### src/rtl/chop_pkg.sv
package chop_pkg;

  typedef enum logic [1:0] {
    ST_IDLE,
    ST_DEADON,
    ST_DRIVE,
    ST_OFF
  } chopState_t;

  // strobes from control to datapath
  typedef struct packed {
    logic loadDead;
    logic loadBlank;
    logic loadOff;
    logic latchDir;
    logic latchMode;
  } chopStrobe_t;

  // gate vector order: {aHi, aLo, bHi, bLo}
  localparam logic [3:0] PAT_NONE  = 4'b0000;
  localparam logic [3:0] PAT_DIAG0 = 4'b1001;
  localparam logic [3:0] PAT_DIAG1 = 4'b0110;
  localparam logic [3:0] PAT_LOWS  = 4'b0101;

endpackage

### src/rtl/chop_datapath.sv
module chop_datapath
  import chop_pkg::*;
#(
  parameter int unsigned DEAD_CYC  = 20,
  parameter int unsigned BLANK_CYC = 200,
  parameter int unsigned OFF_CYC   = 2000
) (
  input  logic        clk,
  input  logic        rst,
  input  chopStrobe_t stb,
  input  logic        dirIn,
  input  logic        slowIn,
  output logic        cntZero,
  output logic        leadDead,
  output logic        dirHeld,
  output logic        slowHeld
);
  localparam int unsigned MAX_AB = (BLANK_CYC > DEAD_CYC) ? BLANK_CYC : DEAD_CYC;
  localparam int unsigned MAX_C  = (OFF_CYC > MAX_AB) ? OFF_CYC : MAX_AB;
  localparam int unsigned CW     = $clog2(MAX_C + 1);
  localparam logic [CW-1:0] LD_DEAD  = CW'(DEAD_CYC - 1);
  localparam logic [CW-1:0] LD_BLANK = CW'(BLANK_CYC - 1);
  localparam logic [CW-1:0] LD_OFF   = CW'(OFF_CYC - 1);
  localparam logic [CW-1:0] LEAD_TH  = CW'(OFF_CYC - DEAD_CYC);

  logic [CW-1:0] cnt;

  always_ff @(posedge clk) begin
    if (rst) begin
      cnt <= '0;
    end else if (stb.loadDead) begin
      cnt <= LD_DEAD;
    end else if (stb.loadBlank) begin
      cnt <= LD_BLANK;
    end else if (stb.loadOff) begin
      cnt <= LD_OFF;
    end else if (cnt != '0) begin
      cnt <= cnt - 1'b1;
    end
  end

  always_ff @(posedge clk) begin
    if (rst) begin
      dirHeld  <= 1'b0;
      slowHeld <= 1'b0;
    end else begin
      if (stb.latchDir)  dirHeld  <= dirIn;
      if (stb.latchMode) slowHeld <= slowIn;
    end
  end

  assign cntZero  = (cnt == '0);
  // true during the first DEAD_CYC cycles of the off one-shot
  assign leadDead = (cnt >= LEAD_TH);

endmodule

### src/rtl/chop_control.sv
module chop_control
  import chop_pkg::*;
(
  input  logic        clk,
  input  logic        rst,
  input  logic        act,
  input  logic        cmpHi,
  input  logic        cntZero,
  input  logic        leadDead,
  input  logic        dirHeld,
  input  logic        slowHeld,
  output chopStrobe_t stb,
  output logic [3:0]  pattern
);
  chopState_t state, nextState;

  always_ff @(posedge clk) begin
    if (rst) state <= ST_IDLE;
    else     state <= nextState;
  end

  always_comb begin
    nextState = state;
    stb       = '0;
    if (!act) begin
      nextState = ST_IDLE;
    end else begin
      unique case (state)
        ST_IDLE: begin
          nextState    = ST_DEADON;
          stb.loadDead = 1'b1;
        end
        ST_DEADON: if (cntZero) begin
          nextState     = ST_DRIVE;
          stb.loadBlank = 1'b1;
          stb.latchDir  = 1'b1;
        end
        ST_DRIVE: if (cntZero && cmpHi) begin
          nextState     = ST_OFF;
          stb.loadOff   = 1'b1;
          stb.latchMode = 1'b1;
        end
        ST_OFF: if (cntZero) begin
          nextState    = ST_DEADON;
          stb.loadDead = 1'b1;
        end
        default: nextState = ST_IDLE;
      endcase
    end
  end

  always_comb begin
    unique case (state)
      ST_DRIVE: pattern = dirHeld ? PAT_DIAG1 : PAT_DIAG0;
      ST_OFF: begin
        if (leadDead)      pattern = PAT_NONE;
        else if (slowHeld) pattern = PAT_LOWS;
        else               pattern = dirHeld ? PAT_DIAG0 : PAT_DIAG1;
      end
      default: pattern = PAT_NONE;
    endcase
  end

endmodule

### src/rtl/offtime_chopper.sv
module offtime_chopper
  import chop_pkg::*;
#(
  parameter int unsigned DEAD_CYC  = 20,
  parameter int unsigned BLANK_CYC = 200,
  parameter int unsigned OFF_CYC   = 2000
) (
  input  logic clk,
  input  logic rst,
  input  logic enIn,
  input  logic faultIn,
  input  logic cmpHi,
  input  logic slowDecay,
  input  logic dirIn,
  output logic aHi,
  output logic aLo,
  output logic bHi,
  output logic bLo,
  output logic enPullDown
);
  chopStrobe_t stb;
  logic        cntZero, leadDead, dirHeld, slowHeld;
  logic [3:0]  pattern, gates;
  logic        act;

  assign act        = enIn & ~faultIn;
  assign enPullDown = faultIn;

  chop_datapath #(
    .DEAD_CYC (DEAD_CYC),
    .BLANK_CYC(BLANK_CYC),
    .OFF_CYC  (OFF_CYC)
  ) u_dp (
    .clk     (clk),
    .rst     (rst),
    .stb     (stb),
    .dirIn   (dirIn),
    .slowIn  (slowDecay),
    .cntZero (cntZero),
    .leadDead(leadDead),
    .dirHeld (dirHeld),
    .slowHeld(slowHeld)
  );

  chop_control u_ctl (
    .clk     (clk),
    .rst     (rst),
    .act     (act),
    .cmpHi   (cmpHi),
    .cntZero (cntZero),
    .leadDead(leadDead),
    .dirHeld (dirHeld),
    .slowHeld(slowHeld),
    .stb     (stb),
    .pattern (pattern)
  );

  // shutdown acts within the cycle, ahead of the registered state
  for (genvar g = 0; g < 4; g++) begin : g_mask
    assign gates[g] = pattern[g] & act;
  end

  assign {aHi, aLo, bHi, bLo} = gates;

endmodule

### config.mk
export PLATFORM = sky130hd
export DESIGN_NAME = offtime_chopper
export DESIGN_NICKNAME = d
export VERILOG_FILES = /design/src/rtl/chop_pkg.sv /design/src/rtl/chop_datapath.sv /design/src/rtl/chop_control.sv /design/src/rtl/offtime_chopper.sv
export SDC_FILE = /design/constraint.sdc
export NUM_CORES = 1
export LEC_CHECK = 0
export BUFFER_PORTS_ARGS = -buffer_cell sky130_fd_sc_hd__buf_2
export CORE_MARGIN = 8
export CORE_UTILIZATION = 55
export DETAILED_ROUTE_END_ITERATION = 10
export PLACE_DENSITY = 0.81
export SETUP_SLACK_MARGIN = 0.02
export SYNTH_ARGS = -nofsm -noshare
export SYNTH_HDL_FRONTEND = slang
export SYNTH_SLANG_ARGS = --single-unit
### constraint.sdc
create_clock -name clk -period 2.2 [get_ports clk]
set_input_delay 0.44 -clock clk [delete_from_list [all_inputs] [get_ports clk]]
set_output_delay 0.44 -clock clk [all_outputs]
set_load 0.1 [all_outputs]
; Yosys cells after proc, flatten, opt, wreduce, memory -nomap -nowiden
; Cells that the tools add are included.
[word_totals]
reg_bits = 15
inputBits = 7
[op_classes]
add_sub_neg = 1
magnitude_cmp = 1
n_eq_ne = 6
n_mux = 19
bitwise = 7
reduce_logical = 12
[op_table]
columns = cell, count
row1 = 11-bit two-way mux, 2
row2 = 4-bit two-way mux, 4
row3 = "11-bit >= comparator, second input constant", 1
row4 = 11-bit logical NOT, 1
row5 = 11-bit nonzero test, 1
row6 = "11-bit by 1-bit subtractor with 11-bit output, second input constant", 1
row7 = 5-bit two-way mux, 2
row8 = 8-bit two-way mux, 1
row9 = 2-bit case mux with 4 select lines, 1
row10 = 4-bit case mux with 2 select lines, 1
row11 = 2-bit two-way mux, 3
row12 = "2-bit by 1-bit != test with 1-bit output, second input constant", 3
row13 = 1-bit AND, 5
row14 = "2-bit equality test, second input constant", 2
row15 = 1-bit two-way mux, 4
row16 = 4-bit nonzero test, 1
row17 = 2-bit OR reduction, 2
row18 = 4-bit OR reduction, 1
row19 = 3-bit AND reduction, 1
row20 = 3-bit nonzero test, 1
row21 = 3-bit OR reduction, 1
row22 = "2-bit by 1-bit equality test with 1-bit output, second input constant", 1
row23 = 2-bit logical NOT, 1
row24 = 1-bit NOT, 2
row25 = 3 further kinds, 3

; Longest topological paths before layout
; Gate-level depths: netlist (run 1).
[depth]
word_depth = 8
ltp_mapped = 7
depth_no_buf = 6

; Modules after synthesis
; A second synthesis (run 1) with hierarchy kept.
[unflattened]
cells_unflattened = 119
hier_area_um2 = 1056.0
[modules_own_cells]
columns = mod, instances, cells_each, area_each_um2
row1 = chop_datapath, 1, 78, 725.7
row2 = chop_control, 1, 35, 281.5
row3 = offtime_chopper, 1, 6, 48.8

; Least setup slack after synthesis (run 1)
; No wires, ideal clock.
[synth_timing]
path_type = register to output
from = register u_dp.cnt[4]
to = output port bLo
arrival_time_ps = 2355
slack_ps = -595
stages_incl_launch_ff = 6
n_path_buf = 1
cell_sequence = dfxtp_1 > buf_6 > a41oi_1 > o21a_1 > o21ai_0 > a21oi_1
[synth_between]
elab_chain_len = 4
[synth_rtl]
columns = item, line
row1 = start: declaration, chop_datapath.sv:26  ; logic [CW-1:0] cnt;
row2 = start signal: assignment, chop_datapath.sv:38  ; cnt <= cnt - 1'b1;
row3 = 11-bit >= comparator, chop_datapath.sv:54  ; assign leadDead = (cnt >= LEAD_TH);
row4 = 4-bit two-way mux, chop_control.sv:56  ; if (leadDead) pattern = PAT_NONE;
row5 = 4-bit case mux with 2 select lines, chop_control.sv:53  ; unique case (state)
row6 = 1-bit AND, offtime_chopper.sv:60  ; assign gates[g] = pattern[g] & act;
row7 = end: declaration, offtime_chopper.sv:18  ; output logic bLo,
; No other way between the ends.

; Worst setup path after layout (run 1)
[layout_timing]
from = register u_dp.cnt[7]
to = output port aLo
[layout_between]
elab_chain_len = 4
[layout_rtl]
columns = item, line
row1 = 11-bit >= comparator, chop_datapath.sv:54
row2 = 4-bit two-way mux, chop_control.sv:56
row3 = 4-bit case mux with 2 select lines, chop_control.sv:53
row4 = 1-bit AND, offtime_chopper.sv:60
row5 = end: declaration, offtime_chopper.sv:16  ; output logic aLo,
; No other way between the ends.

==> impl_metrics.py, run 1 <==
metrics = {
    "status": {
        "outcome": "finished, final reports clean",
    },
    "drt": {
        "dr.pass1.iters": 4,
        "drt-vias-per-instance": 6.37,
        "wl_per_cell_microns": 16.3,
        "drt-initial-drc-count": 77,
        "dr_total_vias": 1134,
        "postRouteAntennaNets": 0,
        "drc": 0,
        "wirelength_microns": 2900,
    },
    "cts": {
        "cts_resized": 1,
        "clk_latency_ns": 0.30,
        "cts_tree": "built",
        "cts_num_sinks": 15,
        "clockBufferDepth": 2,
        "cts_setup_buffers": 0,
        "cts_hold_buf": 0,
        "htree_num_levels": 1,
        "root_buffer": "clkbuf_4",
        "clk_pin_slew_worst_paths_ns": 0.09,
        "cts_buffers": 3,
    },
    "synthesis": {
        "synth_edf_count": 0,
        "synth_area_sq_mm": 0.00119,
        "ys_ff_latch": 15,
        "yosysSeqAreaShare_pct": 25.2,
        "ys_async_sr_fraction_pct": 0,
        "synthCells": 142,
        "synthDistinctLibCells": 45,
        "yosysWarnings": 0,
        "ys.flop_type": "dfxtp_1",
        "avgSynthCellArea_sq_um": 8.41,
        "syn_nets": 156,
    },
    "worst_setup_path": {
        "endpoint": "aLo",
        "worstPathCellList": "nand4_1 -> o21a_1 -> o21ai_0 -> a21oi_4 -> buf_12",
        "timing.rr.end": "u_dp.cnt[0]",
        "crit_path_top_delay_cell": "dfxtp_1",
        "cp_top_family": "flip-flops",
        "critPathCaptureType": "output port",
        "rr_worst_depth": 6,
        "reg2reg_slack_ns": 0.28,
        "path_class": "flop to output port",
        "crit_buf_inv": 1,
        "crit_fanout": 7,
        "reg2reg_from": "u_dp.cnt[0]",
        "start_kind": "flop",
        "crit_path_start": "u_dp.cnt[7]",
        "arrival_ns": 1.68,
        "cp.required_ns": 1.76,
        "critical_path_depth": 5,
        "critPathMaxStageDelay_ns": 0.53,
    },
    "layout": {
        "mostFrequentLayoutCells": "nor2_1, nand2_1, dfxtp_1",
        "layout-drive-gt1-share_pct": 26.0,
        "syn2layout_area_growth_pct": 13.9,
        "diodes": 0,
        "layout.cells.most_common": "nor2_1",
        "layout.nets": 165,
        "fill_cells": 184,
    },
    "power_and_ir_drop": {
        "max-vdd-ir-drop_v": 0.000502,
        "p_sw_mw": 0.908,
        "share_comb_of_total_power_pct": 59.3,
        "p_sw_share_pct": 50.8,
        "p_clk_share_pct": 9.4,
        "power_mw": 1.79,
        "p_per_area_mw_per_mm2": 1310,
        "p_seq_share_pct": 31.3,
        "p_leak_nw": 0.444,
        "intPower_mw": 0.879,
    },
    "global_routing": {
        "grt_pass1_wl_microns": 5000,
        "overflow": 0,
        "grt_pass1_vias": 1084,
        "grt_util_met2_pct": 23.9,
        "top_usage_layer": "met2",
        "track_usage_pct": 15.7,
        "met1_usage_pct": 18.8,
        "grt_max_degree": 11,
        "antenna_found_initial": 0,
        "grt_use_met3_pct": 3.76,
    },
    "sta": {
        "fin_ws_ns": 0.0844,
        "min_period_ns": 2.12,
        "finalCritPeriodShare_pct": 96.2,
        "rsz0062_at_grt": "false",
        "relSlewSlack_pct": 67.1,
        "max_freq_ghz": 0.473,
        "finalSetupViolations": 0,
        "worst_slew_pin_slew_ns": 0.490,
        "clock_skew_ns": 0.00413,
        "tns_ns": 0,
        "final-hold-violation-count": 0,
        "slew_violations": 0,
    },
    "placement": {
        "place_hpwl_microns": 2190,
        "gp_congestion": 0.962,
        "place_ws_ns": 0.309,
        "io_buffers": 11,
    },
    "floorplan": {
        "rows": 17,
        "core_sq_mm": 0.00213,
        "top_level_ports": 12,
        "die_w_microns": 62.6,
        "die-height_microns": 62.6,
        "dieArea_sq_mm": 0.00392,
        "start_util_pct": 56.1,
    },
    "hold_path": {
        "holdCritPathClass": "primary input to flop",
    },
    "flow_run": {
        "maxCapViolCount": 0,
    },
}
Yosys cell counts (3+ instances only):
library cell / instances / area [sq um]
a21oi_1: 11 / 55.1
o21ai_0: 7 / 35.0
a211oi_1: 4 / 30.0
nand2_1: 11 / 41.3
nand4_1: 3 / 18.8
a41oi_1: 3 / 26.3
dfxtp_1: 15 / 300
nor2b_1: 3 / 18.8
mux2i_1: 4 / 40.0
inv_1: 7 / 26.3
nor4_1: 3 / 18.8
ha_1: 7 / 87.6
nor2_1: 12 / 45.0
a31oi_1: 4 / 25.0
o31ai_1: 4 / 30.0
final cells by class:
cell class	count	area [sq um]	share of cell area [%]
clock buffer	4	26.3	1.93
inverter	7	26.3	1.93
multi-input combinational	112	842	61.9
sequential	15	308	22.6
tap	28	35.0	2.58
timing repair buffer	12	123	9.02
per-stage QoR:
stage                     area, sq um  utilization (%)  hold WS (ns)  std cells
after global routing             1360             63.9         0.384        178
final                            1360             63.9         0.378        178
after CTS                        1350             63.6         0.377        178
after global placement           1320             62.0         0.484        174
after floorplan                  1220                -         0.468        142
after detailed placement         1320             62.0         0.497        174
kinds of logic after synthesis:
family          Yosys count  synth area share (%)
compound gates           42                  23.0
fa+ha+maj                 7                  7.34
buf+inv                  15                  6.81
flops                    15                  25.2
mux                       5                  4.30
simple gates             58                  33.4
tightest hold or removal path, stage by stage:
cell	delay [ns]
buf_2	0.07
mux2i_1	0.05
nor2_1	0.07
worst min-delay path by stage:
stage	cells after the start	end	startpoint	slack, ns
global placement	2	u_ctl.state[1]	u_ctl.state[1]	0.48
detailed placement	2	u_ctl.state[1]	u_ctl.state[1]	0.50
floorplan	2	u_ctl.state[1]	u_ctl.state[1]	0.47
CTS	3	u_dp.slowHeld	slowDecay	0.38
finish	3	u_dp.slowHeld	slowDecay	0.38
global route	3	u_dp.slowHeld	slowDecay	0.38
power by group through the flow:
stage	clock network, mW	registers (mW)	logic (mW)
after floorplan	0	0.448	0.993
after global placement	0	0.533	1.01
after detailed placement	0	0.542	1.02
after CTS	0.175	0.542	1.03
after global routing	0.184	0.575	1.16
final	0.167	0.559	1.06
per-layer routing:
layer	share of wire, %	routed length, microns
met1	45	1300
met2	46	1330
met3	7.1	207
met4	2.2	63
met5	0	0
flip-flops by register name (all words and copies together) (netlist names):
signal	count
u_dp.dirHeld	1
u_dp.slowHeld	1
u_dp.cnt	11
u_ctl.state	2
No activity file was read; power rests on OpenSTA's default activity.
==> run 2: changes to the inputs <==
--- a/config.mk
+++ b/config.mk
@@ -5,7 +5,7 @@
 export SDC_FILE = /design/constraint.sdc
 export NUM_CORES = 1
 export LEC_CHECK = 0
-export BUFFER_PORTS_ARGS = -buffer_cell sky130_fd_sc_hd__buf_2
+export BUFFER_PORTS_ARGS = -buffer_cell sky130_fd_sc_hd__buf_4
 export CORE_MARGIN = 8
 export CORE_UTILIZATION = 55
 export DETAILED_ROUTE_END_ITERATION = 10
==> impl_metrics.py, run 2 (synthesized netlist as in run 1, its figures left out) <==
metrics = {
    "status": {
        "outcome": "finished, final reports clean",
    },
    "worst_setup_path": {
        "timing.rr.end": "u_dp.cnt[0]",
        "critPathCaptureType": "output port",
        "crit_path_start": "u_dp.cnt[6]",
        "endpoint": "aHi",
        "crit_path_top_delay_cell": "dfxtp_1",
        "start_kind": "flop",
        "crit_buf_inv": 1,
        "critPathMaxStageDelay_ns": 0.40,
        "crit_fanout": 6,
        "path_class": "flop to output port",
        "rr_worst_depth": 6,
        "reg2reg_from": "u_dp.cnt[0]",
        "arrival_ns": 1.65,
        "reg2reg_slack_ns": 0.25,
        "critical_path_depth": 5,
        "cp_top_family": "compound AO/OA/AOI/OAI gates",
        "cp.required_ns": 1.76,
        "worstPathCellList": "a41oi_2 -> o21a_1 -> nand3b_1 -> a21oi_2 -> buf_4",
    },
    "drt": {
        "top_layer": "met4",
        "postRouteAntennaNets": 0,
        "dr.pass1.iters": 4,
        "dr_total_vias": 1196,
        "drt-vias-per-instance": 6.72,
        "wirelength_microns": 3070,
        "drt-initial-drc-count": 67,
        "wl_met2_microns": 1440,
        "wl_per_cell_microns": 17.2,
        "drc": 0,
        "wl_met3_microns": 235,
        "wl_met1_microns": 1270,
    },
    "placement": {
        "gp_congestion": 0.933,
        "place_ws_ns": 0.199,
        "place_hpwl_microns": 2340,
        "io_buffers": 11,
        "place_area_sq_mm": 0.00129,
    },
    "flow_run": {
        "maxCapViolCount": 0,
    },
    "power_and_ir_drop": {
        "p_per_area_mw_per_mm2": 1340,
        "power_mw": 1.81,
        "max-vdd-ir-drop_v": 0.000601,
        "p_leak_nw": 0.444,
    },
    "cts": {
        "clk_pin_slew_worst_paths_ns": 0.09,
        "clockBufferDepth": 2,
        "cts_tree": "built",
        "root_buffer": "clkbuf_4",
        "cts_num_sinks": 15,
        "clk_latency_ns": 0.29,
        "htree_num_levels": 1,
        "cts_buffers": 3,
    },
    "layout": {
        "multiInputGateArea_sq_um": 842,
        "fill_cells": 197,
        "largest_register": "u_dp.cnt",
        "layout.nets": 165,
        "largest_reg_flops": 11,
        "syn2layout_area_growth_pct": 13.0,
        "mostFrequentLayoutCells": "nor2_1, nand2_1, buf_4",
        "layout-drive-gt1-share_pct": 26.7,
        "layout.cells.most_common": "nor2_1",
        "diodes": 0,
        "design_area_sq_mm": 0.00135,
        "reg_top3": "u_dp.cnt x11, u_ctl.state x2",
        "seqCellArea_sq_um": 309,
    },
    "floorplan": {
        "top_level_ports": 12,
        "die_w_microns": 62.6,
        "rows": 17,
        "start_util_pct": 56.1,
        "dieArea_sq_mm": 0.00392,
        "die-height_microns": 62.6,
        "core_sq_mm": 0.00213,
    },
    "sta": {
        "slew_violations": 0,
        "finalSetupViolations": 0,
        "holdWs_ns": 0.360,
        "finalCritPeriodShare_pct": 95.2,
        "rsz0062_at_grt": "false",
        "relSlewSlack_pct": 69.1,
        "fin_ws_ns": 0.107,
        "clock_skew_ns": 0.000642,
        "worst_slew_pin_slew_ns": 0.457,
        "final-hold-violation-count": 0,
        "min_period_ns": 2.09,
        "max_freq_ghz": 0.478,
        "tns_ns": 0,
    },
    "global_routing": {
        "antenna_found_initial": 0,
        "overflow": 0,
        "grt_pass1_vias": 1135,
        "grt_max_degree": 11,
        "grt_pass1_wl_microns": 5190,
        "track_usage_pct": 15.9,
    },
    "hold_path": {
        "holdCritPathClass": "primary input to flop",
        "holdPathStages": 2,
    },
}
==> run 2: worst register-to-register path: cells and delay by family, from the launching register on <==
| kind | cells | cell delay [ns] |
|---|---|---|
| flops | 1 | 0.33 |
| compound gates | 1 | 0.07 |
| buf+inv | 1 | 0.13 |
| mux | 1 | 0.27 |
| simple gates | 2 | 0.80 |
| fa+ha+maj | 1 | 0.22 |
==> run 2: power by group <==
part           leakage, nW  internal [mW]  switching (mW)
logic                0.303          0.444           0.631
registers            0.126          0.369           0.198
clock network       0.0150         0.0707          0.0923
total                0.444          0.884           0.921
==> run 2: worst min-delay path by stage <==
stage          slack [ns]        endpoint            from
6_report             0.36     u_dp.cnt[0]             rst
3_5_place_dp         0.50  u_ctl.state[1]  u_ctl.state[1]
4_1_cts              0.35     u_dp.cnt[0]             rst
5_1_grt              0.36     u_dp.cnt[0]             rst
2_1_floorplan        0.47  u_ctl.state[1]  u_ctl.state[1]
3_3_place_gp         0.48  u_ctl.state[1]  u_ctl.state[1]
==> run 2: stage by stage <==
stage               instances  utilization (%)
finish                    178             63.4
global route              178             63.4
CTS                       178             62.9
detailed placement        174             60.5
global placement          174             60.5
floorplan                 142                -
==> run 2: area by class of cell <==
| cell class | instances | share of cell area, % |
|---|---|---|
| inverter | 7 | 1.95 |
| clock buffer | 4 | 1.95 |
| timing repair buffer | 12 | 8.16 |
| tap | 28 | 2.60 |
| multi-input combinational | 112 | 62.4 |
| sequential | 15 | 22.9 |
==> run 2: repair_timing <==
action                                  CTS  global route
hold buffers                              0             0
resized for setup                         7             7
endpoints found under the setup margin    3             4
setup buffers                             0             0
hold endpoints to repair                  0             0
==> run 2: layer usage <==
layer	vias up	track usage, %
li1	558	-
met1	550	17.9
met2	74	27.0
met3	14	3.58
met4	0	8.55
met5	-	0
==> run 3: changes to the inputs <==
--- a/config.mk
+++ b/config.mk
@@ -6,8 +6,8 @@
 export NUM_CORES = 1
 export LEC_CHECK = 0
 export BUFFER_PORTS_ARGS = -buffer_cell sky130_fd_sc_hd__buf_4
-export CORE_MARGIN = 8
 export CORE_UTILIZATION = 55
+export CTS_BUF_LIST = sky130_fd_sc_hd__clkbuf_16
 export DETAILED_ROUTE_END_ITERATION = 10
 export PLACE_DENSITY = 0.81
 export SETUP_SLACK_MARGIN = 0.02
==> constraint.sdc (replaced) <==
create_clock -name clk -period 2.6 [get_ports clk]
set_input_delay 0.52 -clock clk [delete_from_list [all_inputs] [get_ports clk]]
set_output_delay 0.52 -clock clk [all_outputs]
set_load 0.1 [all_outputs]
==> impl_metrics.py, run 3 (synthesized netlist as in run 1, its figures left out) <==
metrics = {
    "global_routing": {
        "track_usage_pct": 27.1,
        "grt_pass1_vias": 1077,
        "grt_max_degree": 11,
        "antenna_found_initial": 0,
        "grt_pass1_wl_microns": 4930,
        "overflow": 0,
    },
    "sta": {
        "clock_skew_ns": 0.00448,
        "worst_slew_pin_slew_ns": 0.568,
        "min_period_ns": 2.26,
        "relSlewSlack_pct": 61.8,
        "max_freq_ghz": 0.443,
        "finalCritPeriodShare_pct": 86.9,
        "tns_ns": 0,
        "finalSetupViolations": 0,
        "final-hold-violation-count": 0,
        "slew_violations": 0,
        "rsz0062_at_grt": "false",
    },
    "placement": {
        "placed_cells": 172,
        "place_hpwl_microns": 2180,
        "io_buffers": 11,
        "gp_congestion": 0.883,
    },
    "power_and_ir_drop": {
        "p_leak_nw": 0.459,
        "p_per_area_mw_per_mm2": 1240,
        "max-vdd-ir-drop_v": 0.000506,
    },
    "cts": {
        "cts_setup_buffers": 0,
        "htree_num_levels": 1,
        "cts_resized": 0,
        "clk_latency_ns": 0.25,
        "clockBufferDepth": 2,
        "clk_pin_slew_worst_paths_ns": 0.05,
        "cts_num_sinks": 15,
        "cts_tree": "built",
        "root_buffer": "clkbuf_16",
        "cts_buffers": 3,
        "cts_hold_buf": 0,
    },
    "layout": {
        "fill_cells": 174,
        "reg_top3": "u_dp.cnt x11, u_ctl.state x2",
        "diodes": 0,
        "largest_reg_flops": 11,
        "layout.cells.most_common": "dfxtp_1",
        "syn2layout_area_growth_pct": 13.0,
        "largest_register": "u_dp.cnt",
        "multiInputGateArea_sq_um": 827,
        "stdcell_count": 176,
        "mostFrequentLayoutCells": "dfxtp_1, nor2_1, nand2_1, buf_4, inv_1",
        "seqCellArea_sq_um": 300,
        "layout.nets": 164,
        "layout-drive-gt1-share_pct": 20.8,
    },
    "floorplan": {
        "top_level_ports": 12,
        "core_sq_mm": 0.00200,
        "die-height_microns": 48.6,
        "dieArea_sq_mm": 0.00236,
        "start_util_pct": 59.6,
        "die_w_microns": 48.6,
        "rows": 16,
    },
    "worst_setup_path": {
        "arrival_ns": 1.74,
        "worstPathCellList": "a41oi_1 -> o21a_1 -> o21ai_0 -> a21oi_2 -> buf_4",
        "start_kind": "flop",
        "path_class": "flop to output port",
        "crit_fanout": 10,
        "critPathMaxStageDelay_ns": 0.41,
        "rr_worst_depth": 6,
        "critPathCaptureType": "output port",
        "cp.required_ns": 2.08,
        "crit_path_top_delay_cell": "dfxtp_1",
    },
    "drt": {
        "wirelength_microns": 2950,
        "postRouteAntennaNets": 0,
        "drc": 0,
        "dr.pass1.iters": 4,
        "wl_per_cell_microns": 16.7,
        "drt-vias-per-instance": 6.53,
        "dr_total_vias": 1149,
        "drt-initial-drc-count": 50,
    },
    "hold_path": {
        "holdPathStages": 2,
        "holdCritPathClass": "primary input to flop",
    },
    "status": {
        "outcome": "finished, final reports clean",
    },
    "flow_run": {
        "maxCapViolCount": 0,
    },
}
## run 3: layer usage
metal | vias up | routed length, microns | GRT usage [%]
met5 | - | 0 | 0
li1 | 554 | - | -
met3 | 9 | 168 | 5.03
met1 | 544 | 1290 | 34.4
met4 | 0 | 82 | 14.7
met2 | 42 | 1400 | 43.4
## run 3: stage by stage
step           util (%)  setup WS [ns]  power, mW  hold WS [ns]  cell area (sq um)
3_5_place_dp       63.4          0.612       1.33         0.506               1270
4_1_cts            67.4          0.355       1.65         0.491               1350
6_report           67.4          0.341       1.67         0.490               1350
3_3_place_gp       63.4          0.666       1.30         0.486               1270
5_1_grt            67.4          0.229       1.78         0.502               1350
2_1_floorplan         -          0.324       1.22         0.468               1210
## run 3: where the power goes
| part | total (mW) | switching (mW) | internal [mW] |
|---|---|---|---|
| Combinational | 0.903 | 0.531 | 0.372 |
| Clock | 0.303 | 0.0991 | 0.204 |
| Sequential | 0.461 | 0.157 | 0.304 |
## run 3: area by class of cell
class	count	area share (%)
Clock buffer	3	5.57
Sequential cell	15	22.3
Multi-Input combinational cell	112	61.3
Timing Repair Buffer	11	6.12
Inverter	7	1.95
Clock inverter	1	0.278
Tap cell	27	2.50
## run 3: worst paths after layout
check | startpoint | end | slack, ns
max | u_dp.cnt[4] | aLo | 0.34
min | rst | u_dp.cnt[0] | 0.49
max reg2reg | u_dp.cnt[1] | u_dp.cnt[2] | 0.52
min reg2reg | u_ctl.state[1] | u_ctl.state[1] | 0.51
## run 3: worst max-delay path: cells and delay by family (launching register included)
| family | cells | cell delay, ns |
|---|---|---|
| AO/OA/AOI/OAI | 4 | 0.76 |
| flip-flops | 1 | 0.41 |
| buffers and inverters | 1 | 0.31 |
